[src/rtl/pcx_pkg.sv]
package pcx_pkg;
  localparam int PL_W   = 2;
  localparam int SEL_W  = 16;
  localparam int OFF_W  = 32;
  localparam int PCNT_W = 5;
  localparam int DESC_W = 64;

  // shared descriptor bit positions
  localparam int B_PRES = 47;
  localparam int B_DPLH = 46;
  localparam int B_DPLL = 45;
  localparam int B_SYSN = 44;
  localparam int B_CODE = 43;
  localparam int B_CONF = 42;
  localparam logic [3:0] GATE_TYPE = 4'b1100;

  typedef logic [PL_W-1:0] lvl_t;

  typedef struct packed {
    logic [OFF_W-1:0]  off;
    logic [SEL_W-1:0]  sel;
    logic [PCNT_W-1:0] pcnt;
    lvl_t              dpl;
    logic              present;
    logic [3:0]        typ;
  } gate_t;
endpackage

[src/rtl/pcx_gate_rule.sv]
module pcx_gate_rule
  import pcx_pkg::*;
(
  input  lvl_t  cpl,
  input  lvl_t  rpl,
  input  logic  is_call,
  input  gate_t g,
  input  lvl_t  dst_pl,
  input  logic  dst_conf,
  output logic  ok,
  output logic  inward,
  output lvl_t  nxt_pl
);
  lvl_t eff;
  logic gate_ok;
  logic dst_ok;

  always_comb begin
    eff     = (rpl > cpl) ? rpl : cpl;
    gate_ok = g.present && (g.typ == GATE_TYPE) && (eff <= g.dpl);
    if (dst_conf)
      dst_ok = (dst_pl <= cpl);
    else if (is_call)
      dst_ok = (dst_pl <= cpl);
    else
      dst_ok = (dst_pl == cpl);
    ok     = gate_ok && dst_ok;
    inward = ok && is_call && !dst_conf && (dst_pl < cpl);
    nxt_pl = inward ? dst_pl : cpl;
  end
endmodule

[config.mk]
export PLATFORM = sky130hd
export DESIGN_NAME = pcx_gate_rule
export DESIGN_NICKNAME = d
export VERILOG_FILES = /design/src/rtl/pcx_pkg.sv /design/src/rtl/pcx_gate_rule.sv
export SDC_FILE = /design/constraint.sdc
export NUM_CORES = 1
export LEC_CHECK = 0
export BUFFER_PORTS_ARGS = -buffer_cell sky130_fd_sc_hd__buf_2
export CORE_AREA = 4 4 41 43
export DETAILED_ROUTE_END_ITERATION = 7
export DIE_AREA = 0 0 45 47
export PLACE_DENSITY = 0.77
export SYNTH_ARGS = -nofsm -noshare
export SYNTH_HDL_FRONTEND = slang
export SYNTH_SLANG_ARGS = --single-unit
[constraint.sdc]
create_clock -name vclk -period 2.36
set_input_delay 0.118 -clock vclk [all_inputs]
set_output_delay 0.118 -clock vclk [all_outputs]
set_load 0.005 [all_outputs]
=== Word level (Yosys, flattened, before mapping) ===
Index checks and enable logic that the tools add are counted.

* Bits in registers: 0
* Bits of input ports: 68
* Output and inout bits: 4
* Word-level logic and storage cells: 17

* Magnitude comparators: 4
* Equality and inequality tests: 2
* Muxes and demuxes: 4
* Reductions and logical operators: 7

{| class="wikitable"
|+ Operators by type and width
! kind !! number
|-
| 1-bit logical AND || 6
|-
| 4-bit == test, second input constant || 1
|-
| 2-bit less-or-equal comparator || 2
|-
| 2-bit 2-to-1 mux || 2
|-
| 2-bit == test || 1
|-
| 2-bit > comparator || 1
|-
| 2-bit less-than comparator || 1
|-
| 1-bit 2-to-1 mux || 2
|-
| 1-bit zero test || 1
|}

=== Longest topological paths before layout ===
Gate-level depths: netlist of run 1.

* Word-level depth: 9
* Depth in mapped cells: 10
* Mapped depth without buffers: 10

=== Worst setup path after synthesis of run 1 ===
Ideal clock, no wire load.

* Kind: input to output
* Start point: in cpl[1]
* End point: out nxt_pl[0]
* Arrival: 1.676 ns
* Required time: 2.242 ns
* Path slack: 0.566 ns
* Stages on the path: 9
* Cell sequence: inv_1 -> ha_1 -> o22ai_1 -> mux2i_1 -> ha_1 -> nor2b_1 -> o21ai_1 -> nand4_2 -> mux2_1

* Word-level cells in the longest chain between the ends: 9

{| class="wikitable"
|+ Ends and longest elaborated chain
! element !! RTL line !! RTL
|-
| start, declared || pcx_gate_rule.sv:4 || <nowiki>input lvl_t cpl,</nowiki>
|-
| 2-bit > comparator || pcx_gate_rule.sv:19 || <nowiki>eff = (rpl > cpl) ? rpl : cpl;</nowiki>
|-
| 2-bit 2-to-1 mux || pcx_gate_rule.sv:19 ||
|-
| 2-bit less-or-equal comparator || pcx_gate_rule.sv:20 || <nowiki>gate_ok = g.present && (g.typ == GATE_TYPE) && (eff <= g.dpl);</nowiki>
|-
| 1-bit logical AND || pcx_gate_rule.sv:20 ||
|-
| 1-bit logical AND || pcx_gate_rule.sv:27 || <nowiki>ok = gate_ok && dst_ok;</nowiki>
|-
| 1-bit logical AND (2 in a row) || pcx_gate_rule.sv:28 || <nowiki>inward = ok && is_call && !dst_conf && (dst_pl < cpl);</nowiki>
|-
| 1-bit logical AND (*) || pcx_gate_rule.sv:28 ||
|-
| 2-bit 2-to-1 mux (*) || pcx_gate_rule.sv:29 || <nowiki>nxt_pl = inward ? dst_pl : cpl;</nowiki>
|-
| end, declared || pcx_gate_rule.sv:12 || <nowiki>output lvl_t nxt_pl</nowiki>
|}

Mark *: on every way between the ends. The rest lies on a longest branch, timed or not.

=== Worst setup path in the final report of run 1 ===
* Start point: in cpl[1]
* End point: out nxt_pl[1]

* Word-level cells in the longest chain between the ends: 9

{| class="wikitable"
|+ Ends and longest elaborated chain
! element !! RTL line
|-
| 2-bit > comparator || pcx_gate_rule.sv:19
|-
| 2-bit 2-to-1 mux || pcx_gate_rule.sv:19
|-
| 2-bit less-or-equal comparator || pcx_gate_rule.sv:20
|-
| 1-bit logical AND || pcx_gate_rule.sv:20
|-
| 1-bit logical AND || pcx_gate_rule.sv:27
|-
| 1-bit logical AND (3 in a row) || pcx_gate_rule.sv:28
|-
| 2-bit 2-to-1 mux (*) || pcx_gate_rule.sv:29
|}

Marked as above.

==> results of run 1 <==
## cells by family after synthesis
logic type,after synthesis,synth area share [%]
AND/OR/NAND/NOR,8,20.7
AO/OA/AOI/OAI,6,20.2
multiplexers,3,12.2
adder cells (fa/ha/maj),7,32.9
buffers and inverters,10,14.1
## synthesized netlist by cell type
master	number	area (um^2)
inv_1	9	33.8
ha_1	7	87.6
nand2_1	3	11.3
a21oi_1	2	10.0
mux2_1	2	22.5
a2111oi_4	1	27.5
inv_2	1	3.75
mux2i_1	1	10.0
nand3_1	1	5.00
nand4_2	1	12.5
nor2_1	1	3.75
nor2b_1	1	6.26
nor3_4	1	16.3
o21ai_0	1	5.00
o21ai_1	1	5.00
o22ai_1	1	6.26
## critical path, cell delays in order
cell,delay (ns)
buf_2,0.09
inv_1,0.07
ha_1,0.31
o22ai_1,0.19
mux2i_1,0.23
ha_1,0.17
nor2b_1,0.04
o21ai_1,0.19
nand4_2,0.17
mux2_1,0.35
buf_2,0.13
## through the flow
stage          instance area (um^2)  total power (uW)
2_1_floorplan                   267              33.9
3_3_place_gp                    380              54.4
3_5_place_dp                    380              57.5
4_1_cts                         380              58.1
5_1_grt                         380              66.3
6_report                        380              57.1
## routing by layer
layer	global-route usage (%)	share of wire, %
met1	7.42	40
met2	13.6	47
met3	0.383	13
met4	0	0
met5	0	0
## worst paths after layout
kind       from         to  slack (ns)  cells after the start
min   dst_pl[0]  nxt_pl[0]        0.53                      3
max      cpl[1]  nxt_pl[1]        0.19                     11
## power by group
part / total (uW) / internal [uW] / switching (uW)
Clock: 0 / 0 / 0
Combinational: 57.1 / 28.0 / 29.1
Sequential: 0 / 0 / 0
## final cells by class
class / count / share of cell area, %
Tap cell: 15 / 4.93
Multi-Input combinational cell: 24 / 60.2
Timing Repair Buffer: 19 / 25.0
Inverter: 10 / 9.87
==> flow_summary.ini, run 1 <==
[detailed_routing]
avgViaCountPerCell = 4.24
antenna_left = 0
wl_um = 662
drtPass1Iterations = 4
drc = 0
drt_iter0_drc = 6
wire_per_inst_um = 9.74
vias = 288

[critical_path]
critical_path_required_ns = 2.24
cp-start-kind = input pin
cp.arrival_ns = 2.05
end_kind = primary output
crit_type = input pin to primary output
critPathMaxFanout = 3

[run_status]
status = finished, final reports clean

[sta]
hold_violations = 0
fin_crit_sh_pct = 91.8
timing.hold.ws_ns = 0.529
layout_setup_ws_ns = 0.192
relSlewSlack_pct = 82.2
finalMaxSlewViolations = 0
worstMarginPinSlew_ns = 0.268
layout_min_cycle_time_ns = 2.17
fin_setup_tns_ns = 0
finalSetupViolCount = 0
rsz0062_at_grt = no
fmax_mhz = 461

[finish]
utilization_pct = 29.2
area_growth_pct = 42.7
drive_gt1_share_pct = 43.4
final_common_cell = buf_2
fillers = 153
multi_input_area_um2 = 229
mostFrequentLayoutCells = buf_2 (19), inv_1 (9), ha_1 (7)
fin_cells = 68
antennaDiodeCount = 0
seq_cells = 0
nets = 130
nClkBuffers = 0
ff_latch_area_um2 = 0

[clock_network]
hold_buffers = 0
cts.repair.resized = 0
postCtsSetupRepairBufs = 0

[placed_design]
portBuffers = 19
hpwl_um = 640
pre_cts_ws_ns = 0.155
gp_congestion = 0.646
place_inst = 68

[grt]
antenna_found_initial = 0
grt_pass1_vias = 291
overflow = 0
grt_max_degree = 5
grt_pass1_wl_um = 1070
gr-usage-all-layers_pct = 6.45

[die]
floorplan.initialDensity_pct = 20.5
core_um2 = 1300
die_h_um = 47
die_area_um2 = 2120
die_w_um = 45
rows = 13
io_pins = 72

[synthesis]
ys_warn_count = 0
synth.distinct_cells = 16
synth_seq_area_share_pct = 0
synth_fp_nets = 109
syn_area_per_cell_um2 = 7.84
netlist_instances = 34
synth_area_um2 = 267

[run]
max_cap_violations = 0

[worst_hold_path]
hold_class = input pin to primary output

[power]
p_leak_uw = 0.000231
power_density_nw_per_um2 = 150
ir_worst_vdd_uv = 38.3
Power figures use the tool's default switching activity.
==> run 2, diff against run 1 <==
--- a/config.mk
+++ b/config.mk
@@ -5,11 +5,11 @@
 export SDC_FILE = /design/constraint.sdc
 export NUM_CORES = 1
 export LEC_CHECK = 0
+export ABC_AREA = 1
 export BUFFER_PORTS_ARGS = -buffer_cell sky130_fd_sc_hd__buf_2
-export CORE_AREA = 4 4 41 43
+export CORE_UTILIZATION = 23
 export DETAILED_ROUTE_END_ITERATION = 7
-export DIE_AREA = 0 0 45 47
-export PLACE_DENSITY = 0.77
+export PLACE_DENSITY = 0.81
 export SYNTH_ARGS = -nofsm -noshare
 export SYNTH_HDL_FRONTEND = slang
 export SYNTH_SLANG_ARGS = --single-unit
==> run 2 against run 1 <==
Against the previous run: power is 12% higher; first-iteration DRC count is 50% lower; via count is 23% higher; hold slack worse by 0.015 ns; critical path depth is 6 higher; setup slack better by 0.29 ns; utilization is 6.5 points higher; sequential share of layout area stayed put; wire length is 16% lower; die area is 31% lower; synthesized cell count is 56% higher.
==> flow_summary.ini, run 2 <==
[finish]
drive_gt1_share_pct = 38.9
area_growth_pct = 37.5
antennaDiodeCount = 0
nets = 149
fillers = 125
mostFrequentLayoutCells = buf_2 (19), nand2_1 (15), inv_1 (14)
final_common_cell = buf_2
nClkBuffers = 0
multi_input_area_um2 = 233
utilization_pct = 35.7
seq_cells = 0
ff_latch_area_um2 = 0

[placed_design]
pre_cts_ws_ns = 0.472
portBuffers = 19
gp_congestion = 0.670
hpwl_um = 515

[synthesis]
synth_top_area_share_pct = 29.2
synth_commonest_cells = nand2_1 (15), inv_1 (14), ha_1 (7)
synth.most_common_cell = nand2_1
ys_warn_count = 0
syn_area_per_cell_um2 = 5.67
yosys.area.top_type = ha_1
synth_seq_area_share_pct = 0
synth_fp_nets = 128
netlist_instances = 53
synth_area_leaders = ha_1 (29%), nand2_1 (19%), inv_1 (18%), nand3_2 (6.7%), inv_2 (5.0%)
synth.distinct_cells = 13
synth_area_um2 = 300

[grt]
gr-usage-all-layers_pct = 8.09
grt_pass1_wl_um = 903
grt_pass1_vias = 255
overflow = 0
antenna_found_initial = 0
grt_max_degree = 5

[sta]
finalMaxSlewViolations = 0
layout_min_cycle_time_ns = 1.88
relSlewSlack_pct = 86.9
fin_crit_sh_pct = 79.6
hold_violations = 0
rsz0062_at_grt = no
fin_setup_tns_ns = 0
layout_setup_ws_ns = 0.480
finalSetupViolCount = 0
fmax_mhz = 532
timing.hold.ws_ns = 0.513
worstMarginPinSlew_ns = 0.196

[critical_path]
cp-start-kind = input pin
crit_type = input pin to primary output
end_kind = primary output
cp.arrival_ns = 1.76
critical_path_required_ns = 2.24
critPathMaxFanout = 4

[clock_network]
postCtsSetupRepairBufs = 0
cts.repair.resized = 0
hold_buffers = 0

[detailed_routing]
drc = 0
wl_um = 557
antenna_left = 0
avgViaCountPerCell = 4.13
drtPass1Iterations = 4
wire_per_inst_um = 6.48
vias = 355
drt_iter0_drc = 3

[run_status]
status = finished, final reports clean

[power]
power.total_uw = 64.0
p_leak_uw = 0.000294
power_density_nw_per_um2 = 155
ir_worst_vdd_uv = 73.4

[die]
die_h_um = 38.1
die_area_um2 = 1450
floorplan.initialDensity_pct = 26.0
die_w_um = 38.1
io_pins = 72
rows = 12
core_um2 = 1160

[run]
max_cap_violations = 0

[worst_hold_path]
hold_class = input pin to primary output
-- run 2: power by group --
group	switching (uW)	total (uW)	internal, uW
clock network	0	0	0
registers	0	0	0
logic	35.0	64.0	29.0
-- run 2: worst max-delay path: stages --
cell and delay (ns):
buf_2 0.09, inv_1 0.07, ha_1 0.31, o22ai_1 0.22
nor2_1 0.06, a21oi_1 0.14, ha_1 0.16, inv_1 0.04
nand2_1 0.05, nand2_1 0.05, nand2_1 0.05, nand2_1 0.05
inv_2 0.08, nand3_2 0.08, nand2_1 0.06, nand2_1 0.04
buf_2 0.12
-- run 2: cell families after synthesis --
kind of cell / share of synthesized area [%]
AND/OR/NAND/NOR: 44.6
buffers and inverters: 22.5
adder cells (fa/ha/maj): 29.2
AO/OA/AOI/OAI: 3.75
-- run 2: path summary, 6_finish.rpt --
path / from / endpoint / slack, ns / depth (start not counted)
setup / recovery: cpl[1] / nxt_pl[1] / 0.48 / 17
hold / removal: cpl[1] / nxt_pl[1] / 0.51 / 4
-- run 2: routing by layer --
layer  wire length, um  track usage (%)  up-vias  part of all wire, %
met3                48                0        0                  8.6
met1               267             11.1      143                   48
met4                 0                0        0                    0
li1                  -                -      197                    -
met2               241             14.8       15                   43
met5                 0                0        -                    0
-- run 2: layout make-up --
type,instances,share of cell area (%)
Timing Repair Buffer,19,23.0
Inverter,18,16.4
Multi-Input combinational cell,35,56.4
Tap cell,14,4.24
-- run 2: per-stage QoR --
stage	instance area (um^2)	cells
finish	413	86
global route	413	86
CTS	413	86
detailed placement	413	86
global placement	413	86
floorplan	300	53
